<file path="src/rtl/qpsk_pkg.sv">
package qpsk_pkg;
  localparam int SYM_BITS = 2;
  localparam int PH_W     = 4;
  localparam int CAR_W    = 8;
  localparam int SAMP_W   = CAR_W + 1;

  typedef logic signed [CAR_W-1:0]  car_t;
  typedef logic signed [SAMP_W-1:0] samp_t;
  typedef logic [PH_W-1:0]          phase_t;

  // quarter-wave magnitudes for steps 0..4 of a 16-step period
  function automatic car_t quarter_mag(input logic [2:0] idx);
    case (idx)
      3'd0:    return car_t'(127);
      3'd1:    return car_t'(117);
      3'd2:    return car_t'(90);
      3'd3:    return car_t'(49);
      default: return car_t'(0);
    endcase
  endfunction

  function automatic car_t cos_lookup(input phase_t k);
    logic [2:0] fwd;
    logic [2:0] rev;
    fwd = {1'b0, k[1:0]};
    rev = 3'd4 - {1'b0, k[1:0]};
    case (k[3:2])
      2'd0:    return quarter_mag(fwd);
      2'd1:    return -quarter_mag(rev);
      2'd2:    return -quarter_mag(fwd);
      default: return quarter_mag(rev);
    endcase
  endfunction

  // sin(k) = cos(k - 4) on a 16-step circle
  function automatic car_t sin_lookup(input phase_t k);
    return cos_lookup(k + phase_t'(12));
  endfunction
endpackage

</file>
<file path="src/rtl/qpsk_symtimer.sv">
module qpsk_symtimer #(
  parameter int DIV_N    = 32,
  parameter int SYM_BITS = 2
) (
  input  logic clk,
  input  logic rst_n,
  input  logic start,
  input  logic run,
  output logic sym_end
);
  localparam int DIV_W = (DIV_N > 1) ? $clog2(DIV_N) : 1;
  localparam int BIT_W = (SYM_BITS > 1) ? $clog2(SYM_BITS) : 1;
  localparam logic [DIV_W-1:0] DIV_LAST = DIV_W'(DIV_N - 1);
  localparam logic [BIT_W-1:0] BIT_LAST = BIT_W'(SYM_BITS - 1);

  logic [DIV_W-1:0] div_q, div_d;
  logic [BIT_W-1:0] bit_q, bit_d;
  logic             div_wrap;

  assign div_wrap = run && (div_q == DIV_LAST);
  assign sym_end  = div_wrap && (bit_q == BIT_LAST);

  always_comb begin
    div_d = div_q;
    bit_d = bit_q;
    if (start) begin
      div_d = '0;
      bit_d = '0;
    end else if (run) begin
      div_d = div_wrap ? '0 : div_q + 1'b1;
      if (div_wrap) begin
        bit_d = (bit_q == BIT_LAST) ? '0 : bit_q + 1'b1;
      end
    end
  end

  always_ff @(posedge clk or negedge rst_n) begin
    if (!rst_n) begin
      div_q <= '0;
      bit_q <= '0;
    end else begin
      div_q <= div_d;
      bit_q <= bit_d;
    end
  end
endmodule

</file>
<file path="src/rtl/qpsk_piso.sv">
module qpsk_piso #(
  parameter int WORD_W   = 32,
  parameter int SYM_BITS = 2
) (
  input  logic                clk,
  input  logic                rst_n,
  input  logic                start,
  input  logic [WORD_W-1:0]   word,
  input  logic                sym_end,
  output logic                busy,
  output logic                done,
  output logic [SYM_BITS-1:0] symbol
);
  localparam int NSYM  = WORD_W / SYM_BITS;
  localparam int CNT_W = (NSYM > 1) ? $clog2(NSYM) : 1;
  localparam logic [CNT_W-1:0] CNT_LAST = CNT_W'(NSYM - 1);

  logic [WORD_W-1:0] shreg_q, shreg_d;
  logic [CNT_W-1:0]  cnt_q, cnt_d;
  logic              busy_q, busy_d;
  logic              done_q, done_d;

  always_comb begin
    shreg_d = shreg_q;
    cnt_d   = cnt_q;
    busy_d  = busy_q;
    done_d  = 1'b0;
    if (start) begin
      shreg_d = word;
      cnt_d   = '0;
      busy_d  = 1'b1;
    end else if (busy_q && sym_end) begin
      shreg_d = shreg_q << SYM_BITS;
      if (cnt_q == CNT_LAST) begin
        busy_d = 1'b0;
        done_d = 1'b1;
        cnt_d  = '0;
      end else begin
        cnt_d = cnt_q + 1'b1;
      end
    end
  end

  always_ff @(posedge clk or negedge rst_n) begin
    if (!rst_n) begin
      shreg_q <= '0;
      cnt_q   <= '0;
      busy_q  <= 1'b0;
      done_q  <= 1'b0;
    end else begin
      shreg_q <= shreg_d;
      cnt_q   <= cnt_d;
      busy_q  <= busy_d;
      done_q  <= done_d;
    end
  end

  assign busy   = busy_q;
  assign done   = done_q;
  assign symbol = shreg_q[WORD_W-1 -: SYM_BITS];
endmodule

</file>
<file path="src/rtl/qpsk_carrier.sv">
module qpsk_carrier
  import qpsk_pkg::*;
(
  input  logic   clk,
  input  logic   rst_n,
  input  logic   start,
  input  logic   run,
  input  logic   sym_end,
  output car_t   cos_v,
  output car_t   sin_v
);
  phase_t ph_q, ph_d;

  always_comb begin
    ph_d = ph_q;
    if (start || (run && sym_end)) begin
      ph_d = '0;
    end else if (run) begin
      ph_d = ph_q + 1'b1;
    end
  end

  always_ff @(posedge clk or negedge rst_n) begin
    if (!rst_n) begin
      ph_q <= '0;
    end else begin
      ph_q <= ph_d;
    end
  end

  assign cos_v = cos_lookup(ph_q);
  assign sin_v = sin_lookup(ph_q);
endmodule

</file>
<file path="src/rtl/qpsk_mapper.sv">
module qpsk_mapper
  import qpsk_pkg::*;
(
  input  logic                active,
  input  logic [SYM_BITS-1:0] symbol,
  input  car_t                cos_v,
  input  car_t                sin_v,
  output logic                i_neg,
  output logic                q_neg,
  output samp_t               sample
);
  samp_t i_term, q_term;

  assign i_neg = active & symbol[SYM_BITS-1];
  assign q_neg = active & symbol[SYM_BITS-2];

  always_comb begin
    i_term = i_neg ? -samp_t'(cos_v) : samp_t'(cos_v);
    q_term = q_neg ? -samp_t'(sin_v) : samp_t'(sin_v);
    sample = active ? (i_term + q_term) : '0;
  end
endmodule

</file>
<file path="src/rtl/qpsk_mod.sv">
module qpsk_mod
  import qpsk_pkg::*;
#(
  parameter int WORD_W = 32,
  parameter int DIV_N  = 32
) (
  input  logic              clk,
  input  logic              rst_n,
  input  logic              load_i,
  input  logic [WORD_W-1:0] word_i,
  output logic              busy_o,
  output logic              done_o,
  output logic              i_neg_o,
  output logic              q_neg_o,
  output logic [SAMP_W-1:0] sample_o
);
  logic [1:0]          rst_pipe;
  logic                rst_sync_n;
  logic                busy, done, start, sym_end;
  logic [SYM_BITS-1:0] symbol;
  car_t                cos_v, sin_v;
  samp_t               sample;

  // asynchronous assert, synchronous release
  always_ff @(posedge clk or negedge rst_n) begin
    if (!rst_n) begin
      rst_pipe <= 2'b00;
    end else begin
      rst_pipe <= {rst_pipe[0], 1'b1};
    end
  end
  assign rst_sync_n = rst_pipe[1];

  assign start = load_i && !busy;

  qpsk_symtimer #(.DIV_N(DIV_N), .SYM_BITS(SYM_BITS)) u_timer (
    .clk(clk), .rst_n(rst_sync_n), .start(start), .run(busy), .sym_end(sym_end)
  );

  qpsk_piso #(.WORD_W(WORD_W), .SYM_BITS(SYM_BITS)) u_piso (
    .clk(clk), .rst_n(rst_sync_n), .start(start), .word(word_i),
    .sym_end(sym_end), .busy(busy), .done(done), .symbol(symbol)
  );

  qpsk_carrier u_carrier (
    .clk(clk), .rst_n(rst_sync_n), .start(start), .run(busy),
    .sym_end(sym_end), .cos_v(cos_v), .sin_v(sin_v)
  );

  qpsk_mapper u_mapper (
    .active(busy), .symbol(symbol), .cos_v(cos_v), .sin_v(sin_v),
    .i_neg(i_neg_o), .q_neg(q_neg_o), .sample(sample)
  );

  assign busy_o   = busy;
  assign done_o   = done;
  assign sample_o = sample;
endmodule

</file>
<file path="config.mk">
export PLATFORM = sky130hd
export DESIGN_NAME = qpsk_mod
export DESIGN_NICKNAME = d
export VERILOG_FILES = /design/src/rtl/qpsk_pkg.sv /design/src/rtl/qpsk_symtimer.sv /design/src/rtl/qpsk_piso.sv /design/src/rtl/qpsk_carrier.sv /design/src/rtl/qpsk_mapper.sv /design/src/rtl/qpsk_mod.sv
export SDC_FILE = /design/constraint.sdc
export NUM_CORES = 1
export LEC_CHECK = 0
export BUFFER_PORTS_ARGS = -buffer_cell sky130_fd_sc_hd__buf_2
export CORE_ASPECT_RATIO = 1.2
export CORE_MARGIN = 5
export CORE_UTILIZATION = 53
export CTS_CLUSTER_DIAMETER = 40
export CTS_CLUSTER_SIZE = 8
export DETAILED_ROUTE_END_ITERATION = 12
export HOLD_SLACK_MARGIN = 0.03
export PLACE_DENSITY = 0.76
export SYNTH_ARGS = -nofsm -noshare
export SYNTH_HDL_FRONTEND = slang
export SYNTH_HIERARCHICAL = 1
export SYNTH_SLANG_ARGS = --single-unit
</file>
<file path="constraint.sdc">
create_clock -name clk -period 5 [get_ports clk]
set_input_delay 1.5 -clock clk [delete_from_list [all_inputs] [get_ports clk]]
set_output_delay 1.5 -clock clk [all_outputs]
set_load 0.005 [all_outputs]
</file>
Yosys cells after proc, flatten, opt, wreduce, memory -nomap -nowiden
Cells that the tools add are included. Widths: inputs -> output; s select.

Input bits: 35. Output and inout bits: 13. Logic and storage cells: 94. Bits in registers: 50.

Equal/unequal tests: 18. Multiplexer cells: 33. $add $sub $neg: 14. Bitwise logic cells: 2. Reduce and logical (&&, ||, !) cells: 19.

Operators by type and width (number): $mux 32 (2); $pmux 8 s4 (2); $pmux 7 s4 (2); $pmux 8 s3 (2); $mux 8 (4); $neg 8->8 (4); $mux 9 (3); $mux 4 (5); $neg 8->9 (2); $mux 5 (3); $eq 2x2->1 const B (6); $eq 3x2->1 const B (4); $mux 1 (10); $reduce_bool 2->1 (5); $add 9x9->9 (1); $add 4x1->4 const B (2); $eq 2x1->1 const B (4); $logic_not 2->1 (4); $eq 3x1->1 const B (2); $logic_not 3->1 (2); $sub 3x2->3 const A (2); $add 5x1->5 const B (1); $eq 5x5->1 const B (1); $add 4x4->4 const B (1); 7 further kinds (12).

Depth between registers and ports, before layout
Gate-level depths: netlist (run 1).

Depth after elaboration: 11. Gate-level depth with buffers: 19.

Modules after synthesis
Netlist (run 1), hierarchy kept.

By module, submodules not included: qpsk_piso (seq. area each 950.9 µm², cells each 170, instances 1, area an instance 1780.5 µm²); qpsk_mapper (seq. area each 0.0 µm², cells each 103, instances 1, area an instance 747.0 µm²); qpsk_carrier (seq. area each 100.1 µm², cells each 102, instances 1, area an instance 737.0 µm²); qpsk_symtimer (seq. area each 150.1 µm², cells each 32, instances 1, area an instance 325.3 µm²); qpsk_mod (seq. area each 50.0 µm², cells each 4, instances 1, area an instance 67.6 µm²).

Worst setup path before layout (run 1)
Ideal clock, no wire load.

Path kind: register to output. From: reg u_carrier.ph_q[0]. To: out sample_o[8]. Arrival time: 3514 ps. Slack: -14 ps. Path buffers: 1. Cell stages (with the launch flop): 19. Required time: 3500 ps. Path through: dfrtp_1 inv_1 ha_1 inv_1 ha_1 buf_2 mux2_2 o21ai_0 inv_1 ha_1 nand2_1 o21ai_0 inv_1 fa_1 nor2b_4 o31a_1 o31ai_1 or2b_2 mux2i_1.

Longest elaborated chain between the ends: 11.

Ends and longest elaborated chain: from (decl) (RTL line qpsk_carrier.sv:12) `phase_t ph_q, ph_d;`; from (signal assigned) (RTL line qpsk_carrier.sv:27) `ph_q <= ph_d;`; $add 4x4->4 * (RTL line qpsk_pkg.sv:37) `return cos_lookup(k + phase_t'(12));`; $sub 3x2->3 (RTL line qpsk_pkg.sv:26) `rev = 3'd4 - {1'b0, k[1:0]};`; $eq 3x2->1 (tied with other cells) (RTL line qpsk_pkg.sv:13) `case (idx)`; $pmux 7 s4 (RTL line qpsk_pkg.sv:13); $mux 8 (RTL line qpsk_pkg.sv:27) `case (k[3:2])`; $neg 8->8 (RTL line qpsk_pkg.sv:29) `2'd1: return -quarter_mag(rev);`; $pmux 8 s3 * (RTL line qpsk_pkg.sv:27); net sin_v[1] (RTL line qpsk_mod.sv:21) `car_t cos_v, sin_v;`; $neg 8->9 (RTL line qpsk_mapper.sv:19) `q_term = q_neg ? -samp_t'(sin_v) : samp_t'(sin_v);`; $mux 9 * (RTL line qpsk_mapper.sv:19); $add 9x9->9 * (RTL line qpsk_mapper.sv:20) `sample = active ? (i_term + q_term) : '0;`; $mux 9 * (RTL line qpsk_mapper.sv:20); to (decl) (RTL line qpsk_mod.sv:15) `output logic [SAMP_W-1:0] sample_o`.

Mark *: on every way through the listed nets, which the timed path passes. The rest lies on a longest branch. The select of a mux whose other input is x is not followed.

Worst setup path in the final report (run 1)
From: reg u_carrier.ph_q[1]. To: out sample_o[8].

RTL lines: $sub 3x2->3 (RTL line qpsk_pkg.sv:26); $eq 3x2->1 (tied with other cells) (RTL line qpsk_pkg.sv:13); $pmux 7 s4 (RTL line qpsk_pkg.sv:13); $mux 8 (RTL line qpsk_pkg.sv:27); $neg 8->8 (RTL line qpsk_pkg.sv:29); $pmux 8 s3 * (RTL line qpsk_pkg.sv:27); net cos_v[2] (RTL line qpsk_mod.sv:21); $neg 8->9 (RTL line qpsk_mapper.sv:18) `i_term = i_neg ? -samp_t'(cos_v) : samp_t'(cos_v);`; $mux 9 * (RTL line qpsk_mapper.sv:18); $add 9x9->9 * (RTL line qpsk_mapper.sv:20); $mux 9 * (RTL line qpsk_mapper.sv:20).

Marked as above.

==> results.md, run 1 <==
- The clock passes through at most 2 buffers.
- The run finished, with violations left.
- At the end of the flow, the number of nets in the layout was 552.
- The number of hold violations in the final report is 0.
- Yosys instantiated no cell more often than nand2_1.
- The HPWL after detailed placement is 5.85 mm.
- The worst pin sits at a relative slew slack of 32.9%.
- The total overflow left after global routing is 0.
- Port buffering added 47 buffers.
- The synthesized design contains 0 enable-type register cells.
- Among all flip-flop cells after synthesis, the most frequent one is dfrtp_1.
- The maximum achievable frequency is 195 MHz.
- For this design the top-level I/O count stands at 48.
- The count of cells along the worst register-to-register path is 7.
- After synthesis, the netlist uses 60 different library cells.
- The share of the synthesized area in the top cell type is 34.2%.
- At the later pin of the worst-skew pair, clock insertion delay measures 290 ps.
- At the pin with the least slew margin, the transition time is 1010 ps.
- The endpoint identified for the worst register-to-register timing path is u_piso/cnt_q[0].
- The layout cell share with drive strength beyond 1 is 35.1%.
- In the final routed layout, each cell accounts on average for 15.2 um.
- The time the worst path needs with I/O delays and setup is 5120 ps.
- The critical path in this run is classified as register to output port.
- The per-cell via count in the routed design is 5.63.
- Compared with the post-synthesis result, the final layout area differs by 26.8%.
- By count the netlist is led by 52 x nand2_1, 50 x dfrtp_1, 38 x o21ai_0.
- The number of synthesized register bits is 50.
- The width of the die is 85.8 um.
- The clock sink count is 50.
- The critical path capture point is sample_o[8].
- The cell sitting at the root of the clock tree is a clkbuf_8.
- The count of max-cap constraint violations is 0.
- The floorplan die area is 0.00867 mm^2.
- The maximum number of pins on one net before global-route repair is 52.
- The first global-routing pass estimated 15.1 mm of wire.
- The worst setup skew after layout is 8.21 ps.
- The number of setup violations in the final report is 3.
- In this run the vertical extent of the chip is 101 um.
- The CTS tree is yes.
- The maximum level of the CTS H-tree is 2.
- The total nets after synthesis is 468.
- The via count of the first global-routing pass was 3329.
- The residual DRC count is 0.
- The critical path arrival is 3620 ps.
- The kind of start point of the critical path is a register.
- The number of vias after detailed routing is 3285.
- The area of the core is 0.00677 mm^2.
- Averaged over all synthesized cells, the footprint is 8.90 um^2.
- Setup slack on the critical path of the routed design comes to -122 ps.
- The number of buffers created by CTS is 5.
- The clock slew at the register clock pins of the worst setup and hold paths is 90 ps.
- The cell type with the largest total area after synthesis is dfrtp_1.
- The hold path startpoint is rst_pipe[0].
- The sum of routed wire length over all layers is 8.88 mm.
- The initial antenna violation count is 0.
- In this run the core area contains 33 standard-cell rows.
- After synthesis, the cell types taking the most area are dfrtp_1 34%, mux2i_1 9.0%, ha_1 7.2%.
- Once detail routing completed, the nets flagged for antenna violations numbered 0.
- Counting flops with an async set or reset pin after synthesis yields a share of 100%.
- The start point of the critical path is u_carrier/ph_q[1].
- The final cycle utilization of the critical path is 102%.
- Yosys printed 6 warnings.
- The final reports fail on setup timing.
- The repair_antennas step left the layout with diodes totalling 0.
- After synthesis the cells add up to 0.00366 mm^2.
- The worst hold-check path type is register to register.
- Counting the fill cells in the layout gives 548.
- The worst hold path was traced through 0 stages.
- The end-of-flow core utilization is 68.5%.
- The type of element capturing the critical path is an output port.
- The synthesized instance count is 411.
- For flop-to-flop paths, the worst setup slack is 2610 ps.
- The detailed router finished its first iteration with 158 violations.
- The final estimated routing congestion in global placement is 0.902.
- In this run the critical register-to-register path is launched from u_timer/div_q[0].
- Setup repair after global routing could not meet its margin everywhere.
- For this run, the total global-route usage over all layers was measured as 21.2%.
- The first-pass iteration count of the detailed router is 5.
- The data required time of the critical path is 3500 ps.
- The sequential fraction of the synthesis area is 34.2%.
- In this run the worst path has a maximum fanout of 7.
- The final count of pins violating max slew is 0.
- The starting utilization of the core area is 54.0%.
sequential cells by signal, summed over array words and instances, names as in the netlist:
name	cells
rst_pipe	2
u_timer/div_q	5
u_piso/cnt_q	4
u_timer/bit_q	1
u_piso/busy	1
u_carrier/ph_q	4
u_piso/done	1
u_piso/shreg_q	32
layout by cell type, fill, tap and decap left out, types with 4 or more instances in the layout:
cell,instances
a21o_1,6
mux2i_1,33
a21oi_1,17
ha_1,10
nor3_1,7
o21ai_0,32
dfrtp_1,49
o21a_1,6
nand3_1,5
buf_2,47
nand2_1,52
clkbuf_8,6
a31oi_1,5
a211oi_1,4
buf_6,6
ha_4,7
o21ai_2,4
inv_2,9
xnor2_1,4
ha_2,4
buf_4,47
nor2_1,21
xor2_1,15
o21ai_1,11
inv_1,8
cell type report:
type                       instances  area [um^2]  share of cell area (%)
clock inverter                     2         12.5                   0.270
timing repair buffer             100          656                    14.1
inverter                          18         70.1                    1.51
sequential                        50         1250                    27.0
clock buffer                       6         82.6                    1.78
tap                               87          109                    2.35
multi-input combinational        320         2450                    52.9
how the worst min path moves through the flow:
stage,end,slack (ps)
after floorplan,rst_pipe[1],330
after global placement,rst_pipe[1],340
after detailed placement,rst_pipe[1],340
after CTS,rst_pipe[1],360
after global routing,rst_pipe[1],390
final,rst_pipe[1],360
logic make-up after synthesis:
family                     after synthesis  share of synthesized area, %
AOI/OAI and AO/OA                      112                          18.7
xor gates and xnor gates                19                          4.55
adders and majority gates               22                          7.73
buffers and inverters                   41                          5.95
DFF                                     50                          34.2
muxes                                   36                          9.96
other                                    1                         0.103
and+or+nand+nor                        130                          18.7
through the flow:
step,hold WS [ps],setup WS [ps],setup TNS (ps),area (um^2),std cells
floorplan,331,19.8,0,3660,411
global placement,338,-0.0961,-0.0961,4090,553
detailed placement,340,-41.8,-57.1,4090,553
CTS,362,-58.5,-126,4560,581
global route,385,-352,-1340,4640,583
finish,364,-122,-310,4640,583
critical path: stages, from the launching register on:
cell	delay [ps]
dfrtp_1	440
inv_2	130
ha_4	170
inv_4	40
ha_4	180
nand2_1	100
o22ai_1	90
a22o_2	350
nor4_4	330
buf_4	170
a21oi_2	50
xor2_1	150
ha_1	320
o21ai_2	60
o21bai_1	160
o31ai_2	100
or2b_4	250
mux2i_1	110
buf_2	130
repair_timing:
item | in CTS | in global routing
gates resized for setup | 58 | 15
endpoints found under the setup margin | 5 | 5
setup buffers | 20 | 2
hold buffers | 0 | 0
pin swaps | 23 | 14
routing by layer:
layer	share of wire, %	vias to the layer above	GRT usage (%)
li1	-	1619	-
met1	42	1553	25.5
met2	51	96	38.3
met3	4.6	17	2.70
met4	2.2	0	8.28
met5	0	-	0
Power of run 1 is not shown: default switching activity piles up to over one toggle a cycle in this logic, so the estimate is an artifact.
==> run 2: changes to the inputs <==
CORE_UTILIZATION = 63   (was 53)
PLACE_DENSITY = 0.85   (was 0.76)
clock period = 6.6 ns   (was 5 ns; I/O delays follow)
==> run 2 against run 1 <==
The run now ends clean. Routed wire length down 12%. Final cell count down 9.8%. Design area down 13%. Die area down 14%. Non-clock buffer count down 50. First-iteration DRC count up 74%. Global-route usage up 0.80 points. Worst setup slack better by 510 ps. Count of clock-buffer cells in the layout unchanged.
==> results.md, run 2 (same netlist as run 1, synthesis figures left out) <==
- The critical path arrival is 4230 ps (+610 ps).
- The number of buffers between clock root and the deepest sink is 2 (unchanged).
- Setup repair after global routing left no endpoint under its margin.
- Compared with the post-synthesis result, the final layout area differs by 9.72%.
- The number of setup violations in the final report came to 0 (-3).
- The average detailed-routed wire length per instance is 14.8 um (-2.5%).
- The floorplan die area is 0.00744 mm^2 (-14%).
- The maximum achievable frequency is 161 MHz.
- The data required time of the critical path is 4620 ps (+1120 ps).
- The worst hold-check slack is 354 ps (-9.76 ps).
- The count of boundary I/O pins is 48 (unchanged).
- The initial antenna violation count is 0 (unchanged).
- The number of vias after detailed routing came to 3054 (-7.0%).
- Dividing the final minimum period by the clock period gives 94.1%.
- The final count of pins violating max slew came to 0 (unchanged).
- The maximum level of the CTS H-tree is 2 (unchanged).
- The post-layout worst setup margin is 393 ps (+514 ps).
- In the final layout, the registers with the most flip-flops are u_piso/shreg_q (32), u_timer/div_q (5).
- The worst setup path is launched from a register.
- In the layout the commonest cells are 52 x nand2_1, 49 x dfrtp_1, 47 x buf_2, 36 x o21ai_0, 33 x mux2i_1.
- The root cell of the clock tree is clkbuf_8.
- The number of hold violations in the final report is 0 (unchanged).
- The via count of the first global-routing pass came to 2902 (-13%).
- The largest fanout of any net on the critical path was 8 (+1).
- The setup TNS came to 0 ps (+310 ps).
- The worst setup skew after layout is 9.23 ps (+1.02 ps).
- The finished layout cell area is 0.00401 mm^2 (-13%).
- The run finished with clean final reports.
- The height of the chip is 93.5 um (-7.5%).
- The starting utilization of the core area was 64.5% (+11 points).
- The CTS tree is yes.
- The number of buffers created by CTS came to 5 (unchanged).
- The sum of routed wire length over all layers was 7.81 mm (-12%).
- The count of max-cap constraint violations is 0 (unchanged).
- The overflow left after global routing is 0 (unchanged).
- The insertion delay to the later sink of the worst-skew pair is 310 ps (+20 ps).
- The clock slew at the register clock pins of the worst setup and hold paths is 90 ps (about the same).
- The residual DRC count is 0 (unchanged).
- The register with the highest flop count is u_piso/shreg_q.
- The worst slack after detailed placement is 493 ps (+535 ps).
- The per-cell via count in the routed design is 5.81 (+3.0%).
- The HPWL after detailed placement is 5.50 mm (-5.9%).
- The count of inserted antenna diode cells was 0 (unchanged).
- The total number of placement rows is 30 (-9.1%).
- The overall track demand over capacity in global routing is 22.0% (+0.80 points).
- The worst path in the final design needs a cycle of 6210 ps, including I/O delays and setup.
- The worst hold-check path type is register to register.
- The final estimated routing congestion in global placement came to 0.996 (+10%).
- The type of element capturing the critical path is an output port.
- The most common cell after layout, fill and taps aside is nand2_1.
- The number of port buffers was 47 (unchanged).
- The clock sink count is 50 (unchanged).
- The instance area after placement is 0.00387 mm^2 (-5.4%).
- The quantity of hold-fixing buffers added after cts is 0 (unchanged).
- The area of the core came to 0.00567 mm^2 (-16%).
- The maximum number of pins on one net before global-route repair was 82 (+58%).
- The number of flip-flops under the largest register name is 32 (unchanged).
- The layout cell share with drive strength beyond 1 is 19.3% (-16 points).
- The width of the die came to 79.6 um (-7.3%).
- The first-pass GRT wire length is 13.2 mm (-12%).
- The post-route antenna net violation count is 0 (unchanged).
- The tightest slew margin relative to the limit is 34.8% (+1.9 points).
- The transition time at the pin with the least slew margin came to 978 ps (-28.3 ps).
- The first-pass iteration count of the detailed router was 5 (unchanged).
- The number of nets at the end of the flow was 502 (-9.1%).
- The kind of critical path is register to output port.
- The first-iteration detailed-routing DRC count is 275 (+74%).
## run 2: cell count changes in the layout (fill, tap and decap cells not counted), moves of 3 or more
cell	before	now
nor3_1	7	10
a21oi_1	17	20
ha_1	10	18
inv_1	8	15
inv_2	9	3
ha_4	7	0
buf_6	6	0
o21ai_0	32	36
nor3_2	3	0
a21oi_2	3	0
buf_4	47	3
## run 2: path summary, 6_finish.rpt
check / start / end / depth (start not counted) / slack (ps)
min reg2reg: rst_pipe[0] / rst_pipe[1] / 0 / 350
min in group asynchronous: rst_pipe[1] / u_piso/shreg_q[31] / 0 / 440
max reg2reg: u_timer/div_q[0] / u_piso/cnt_q[0] / 7 / 4170
max: u_carrier/ph_q[0] / sample_o[8] / 19 / 390
min: rst_pipe[0] / rst_pipe[1] / 0 / 350
max in group asynchronous: rst_n / rst_pipe[1] / 1 / 5060
## run 2: cell type report
| type | count | area, um^2 |
|---|---|---|
| multi-input cells | 320 | 2240 |
| fillers | 435 | 1660 |
| flip-flops and latches | 50 | 1250 |
| repair buffers | 50 | 258 |
| well taps | 80 | 100 |
| clock buffers | 6 | 82.6 |
| inverters | 18 | 67.6 |
| clock inverters | 2 | 16.3 |
## run 2: critical path, cell delays in order (launching register included)
cell     delay, ps
dfrtp_1        480
inv_1          170
ha_2           270
inv_1          110
ha_2           250
nor3_1         280
a31oi_1        100
o21ai_2        160
inv_1          110
ha_1           280
nand2_1         40
o21ai_0        110
inv_1          100
fa_1           490
nor2b_4        150
o31a_1         180
o31ai_1        110
or2b_2         290
mux2i_1        110
buf_2          130
## run 2: through the flow
stage / cells / util [%]
after floorplan: 411 / -
after global placement: 518 / 68.2
after detailed placement: 518 / 68.2
after CTS: 526 / 70.0
after global routing: 526 / 70.8
final: 526 / 70.8
## run 2: metal layers
layer	wire length, um	part of all wire (%)	up-vias	global-route usage [%]
li1	-	-	1519	-
met1	3300	42	1408	27.6
met2	3880	50	111	37.9
met3	464	5.9	16	4.24
met4	175	2.2	0	7.02
met5	0	0	-	0
## run 2: repair_timing
action                                 CTS  global route
endpoints found under the hold margin    0             0
setup endpoints to repair                0             4
setup buffers                            0             0
resized for setup                        0            12
Power of run 2 is left out for the same reason.
==> run 3: changes to the inputs <==
CELL_PAD_IN_SITES_DETAIL_PLACEMENT = 0   (was not set)
CELL_PAD_IN_SITES_GLOBAL_PLACEMENT = 1   (was not set)
CORE_UTILIZATION = 48   (was 63)
SETUP_SLACK_MARGIN = 0.5   (was not set)
==> run 3 against run 2 <==
Non-clock buffer count is 3 higher. Utilization is 15 points lower. Hold slack better by 7.7 ps. Critical path type unchanged. Largest cell class unchanged. Design area is 2.8% higher.
==> results.md, run 3 (same netlist as run 1, synthesis figures left out) <==
- The flow ran to the end, and the final reports show no timing, DRC or antenna violations.
- The length of routed met3 wiring is 327 um (-30%).
- The largest registers in the layout are u_piso/shreg_q (32), u_timer/div_q (5).
- The standard cell with the maximum stage delay on the critical path is dfrtp_2.
- The kind of start point of the critical path is a register.
- The final estimated routing congestion in global placement is 0.879 (-12%).
- The worst hold path cell count came to 0 (unchanged).
- The library cells used most frequently in the layout, excluding fill and tap cells, are 52 x nand2_1, 47 x buf_2, 46 x dfrtp_1, 34 x o21ai_0, 33 x mux2i_1.
- The source of the worst register-to-register timing path is u_timer/div_q[0].
- The signal on the critical path passes through inv_2 > ha_4 > inv_1 > ha_4 > mux2_2 > o21ai_4 > inv_1 > ha_1 > nor2_1 > xor2_1 > ha_1 > nor2b_4 > o31a_1 > o21a_1 > o21a_1 > nor3_1 > buf_2.
- The final cycle utilization of the critical path is 88.5% (-5.5 points).
- The first-iteration detailed-routing DRC count was 120 (-56%).
- The tightest slew margin relative to the limit is 33.0% (-1.8 points).
- The detailed-routing wirelength on met1 is 3.36 mm (+1.9%).
- The maximum cell stage delay along the critical path is 480 ps (about the same).
- The starting utilization of the core area is 49.7% (-15 points).
- The average detailed-routed wire length per instance came to 14.0 um (-5.5%).
- The routed wire length on met2 is 3.83 mm (-1.3%).
- STA classifies the critical path endpoint as an output port.
- The width of the die is 89.7 um (+13%).
- The count of max-cap constraint violations is 0 (unchanged).
- Routed signal wires occupy layers up through met4.
- The data required time of the critical path came to 4620 ps (about the same).
- The minimum setup slack among reg-to-reg paths is 4250 ps (+80 ps).
- The post-route antenna net violation count came to 0 (unchanged).
- The number of flip-flops under the largest register name is 32 (unchanged).
- The quantity of hold-fixing buffers added after cts is 0 (unchanged).
- The number of buffers created by CTS is 5 (unchanged).
- The first-pass GRT wire length is 12.8 mm (-3.2%).
- The first-pass iteration count of the detailed router is 4 (-1).
- The layout-stage area growth over the synthesis result is 12.8%.
- The final count of pins violating max slew is 0 (unchanged).
- The number of vias after detailed routing came to 3000 (-1.8%).
- The number of setup violations in the final report is 0 (unchanged).
- The number of nets at the end of the flow was 505 (+0.60%).
- The initial antenna violation count is 0 (unchanged).
- The number of buffers between clock root and the deepest sink is 2 (unchanged).
- The setup TNS was 0 ps (unchanged).
- The via count of the first global-routing pass is 2871 (-1.1%).
- The clock sink count was 50 (unchanged).
- The destination of the worst hold path is rst_pipe[1].
- The worst setup skew after layout is 7.92 ps (-1.30 ps).
- The area of the core is 0.00736 mm^2 (+30%).
- The kind of critical path is register to output port.
- The height of the chip came to 106 um (+13%).
- The overall track demand over capacity in global routing is 16.3% (-5.7 points).
- The maximum achievable frequency is 171 MHz (+6.3%).
- The library cell used most frequently in the layout, excluding fill and tap cells, is nand2_1.
- The residual DRC count was 0 (unchanged).
- The insertion delay to the later sink of the worst-skew pair came to 300 ps (about the same).
- The time the worst path needs with I/O delays and setup came to 5840 ps (-366 ps).
- Setup repair after global routing left no endpoint under its margin.
- The maximum level of the CTS H-tree was 2 (unchanged).
- The overflow left after global routing was 0 (unchanged).
- The floorplan die area was 0.00947 mm^2 (+27%).
- The worst hold-check path type is register to register.
- The sum of routed wire length over all layers came to 7.57 mm (-3.1%).
- The endpoint of the most critical register-to-register path is u_piso/cnt_q[0].
- The transition time at the pin with the least slew margin is 1010 ps (+27.2 ps).
- The count of inserted antenna diode cells is 0 (unchanged).
- The number of hold violations in the final report is 0 (unchanged).
- The maximum number of pins on one net before global-route repair is 82 (unchanged).
- The number of port buffers is 47 (unchanged).
- The layout cell share with drive strength beyond 1 came to 22.7% (+3.4 points).
- The number of buffers and inverters on the critical path is 4 (-1).
- The critical path arrival is 3860 ps (-370 ps).
- The number of fill cells is 693 (+59%).
- The category of cells accounting for the largest share of critical-path delay is adder cells.
- TritonCTS built the clock tree.
- The total number of placement rows is 34 (+13%).
- The clock slew at the register clock pins of the worst setup and hold paths is 90 ps (about the same).
- In this run the clock root is driven by a clkbuf_8.
- The per-cell via count in the routed design is 5.57 (-4.1%).
- The startpoint identified for the worst hold timing path is rst_pipe[0].
- The largest fanout of any net on the critical path was 8 (unchanged).
- More flip-flops sit in one register than any other, and that register is u_piso/shreg_q.
- The HPWL after detailed placement was 5.44 mm (-1.1%).
- The count of cells along the worst register-to-register path is 7 (unchanged).
- The count of boundary I/O pins came to 48 (unchanged).
-- run 3: cell count changes in the layout (fill, tap and decap cells not counted), moves of 3 or more --
cell,change
dfrtp_2,+3
ha_4,+3
buf_4,+3
dfrtp_1,-3
-- run 3: repair_timing --
action / in CTS / in global routing
endpoints found under the setup margin: 4 / 5
buffers inserted: 0 / 3
gates resized for setup: 11 / 22
hold endpoints to repair: 0 / 0
pin swaps: 0 / 3
-- run 3: area by class of cell --
type | count | area [um^2] | share of cell area [%]
well taps | 90 | 113 | 2.73
flip-flops and latches | 50 | 1260 | 30.4
clock inverters | 3 | 22.5 | 0.546
multi-input cells | 320 | 2320 | 56.1
inverters | 18 | 70.1 | 1.70
clock buffers | 5 | 68.8 | 1.67
repair buffers | 53 | 280 | 6.79
-- run 3: routing by layer --
metal	track usage, %	up-vias
met5	0	-
met4	3.94	0
met3	2.81	8
met2	28.3	59
met1	20.7	1412
li1	-	1521
-- run 3: worst max-delay path by stage --
stage,end,cells past startpoint,slack (ps),from
floorplan,sample_o[8],18,1110,u_carrier/ph_q[0]
global placement,sample_o[8],16,650,u_carrier/ph_q[1]
detailed placement,sample_o[8],16,590,u_carrier/ph_q[1]
CTS,sample_o[8],17,510,u_carrier/ph_q[0]
global route,sample_o[6],17,500,u_carrier/ph_q[1]
finish,sample_o[6],17,760,u_carrier/ph_q[1]
-- run 3: worst register-to-register path, stage by stage, from the launching register on --
cell and delay (ps):
dfrtp_1 410, ha_1 220, and3_1 170, ha_1 270, and3_2 400, nand2_8 270
or3b_1 420, a21oi_1 120
-- run 3: through the flow --
step / worst slack (ps) / cells / area, um^2 / hold slack, ps / util, %
2_1_floorplan: 1110 / 411 / 3660 / 331 / -
3_3_place_gp: 649 / 528 / 3880 / 337 / 52.7
3_5_place_dp: 588 / 528 / 3880 / 340 / 52.7
4_1_cts: 510 / 536 / 4010 / 364 / 54.4
5_1_grt: 498 / 539 / 4130 / 377 / 56.1
6_report: 758 / 539 / 4130 / 362 / 56.1
Power of run 3 is left out for the same reason.
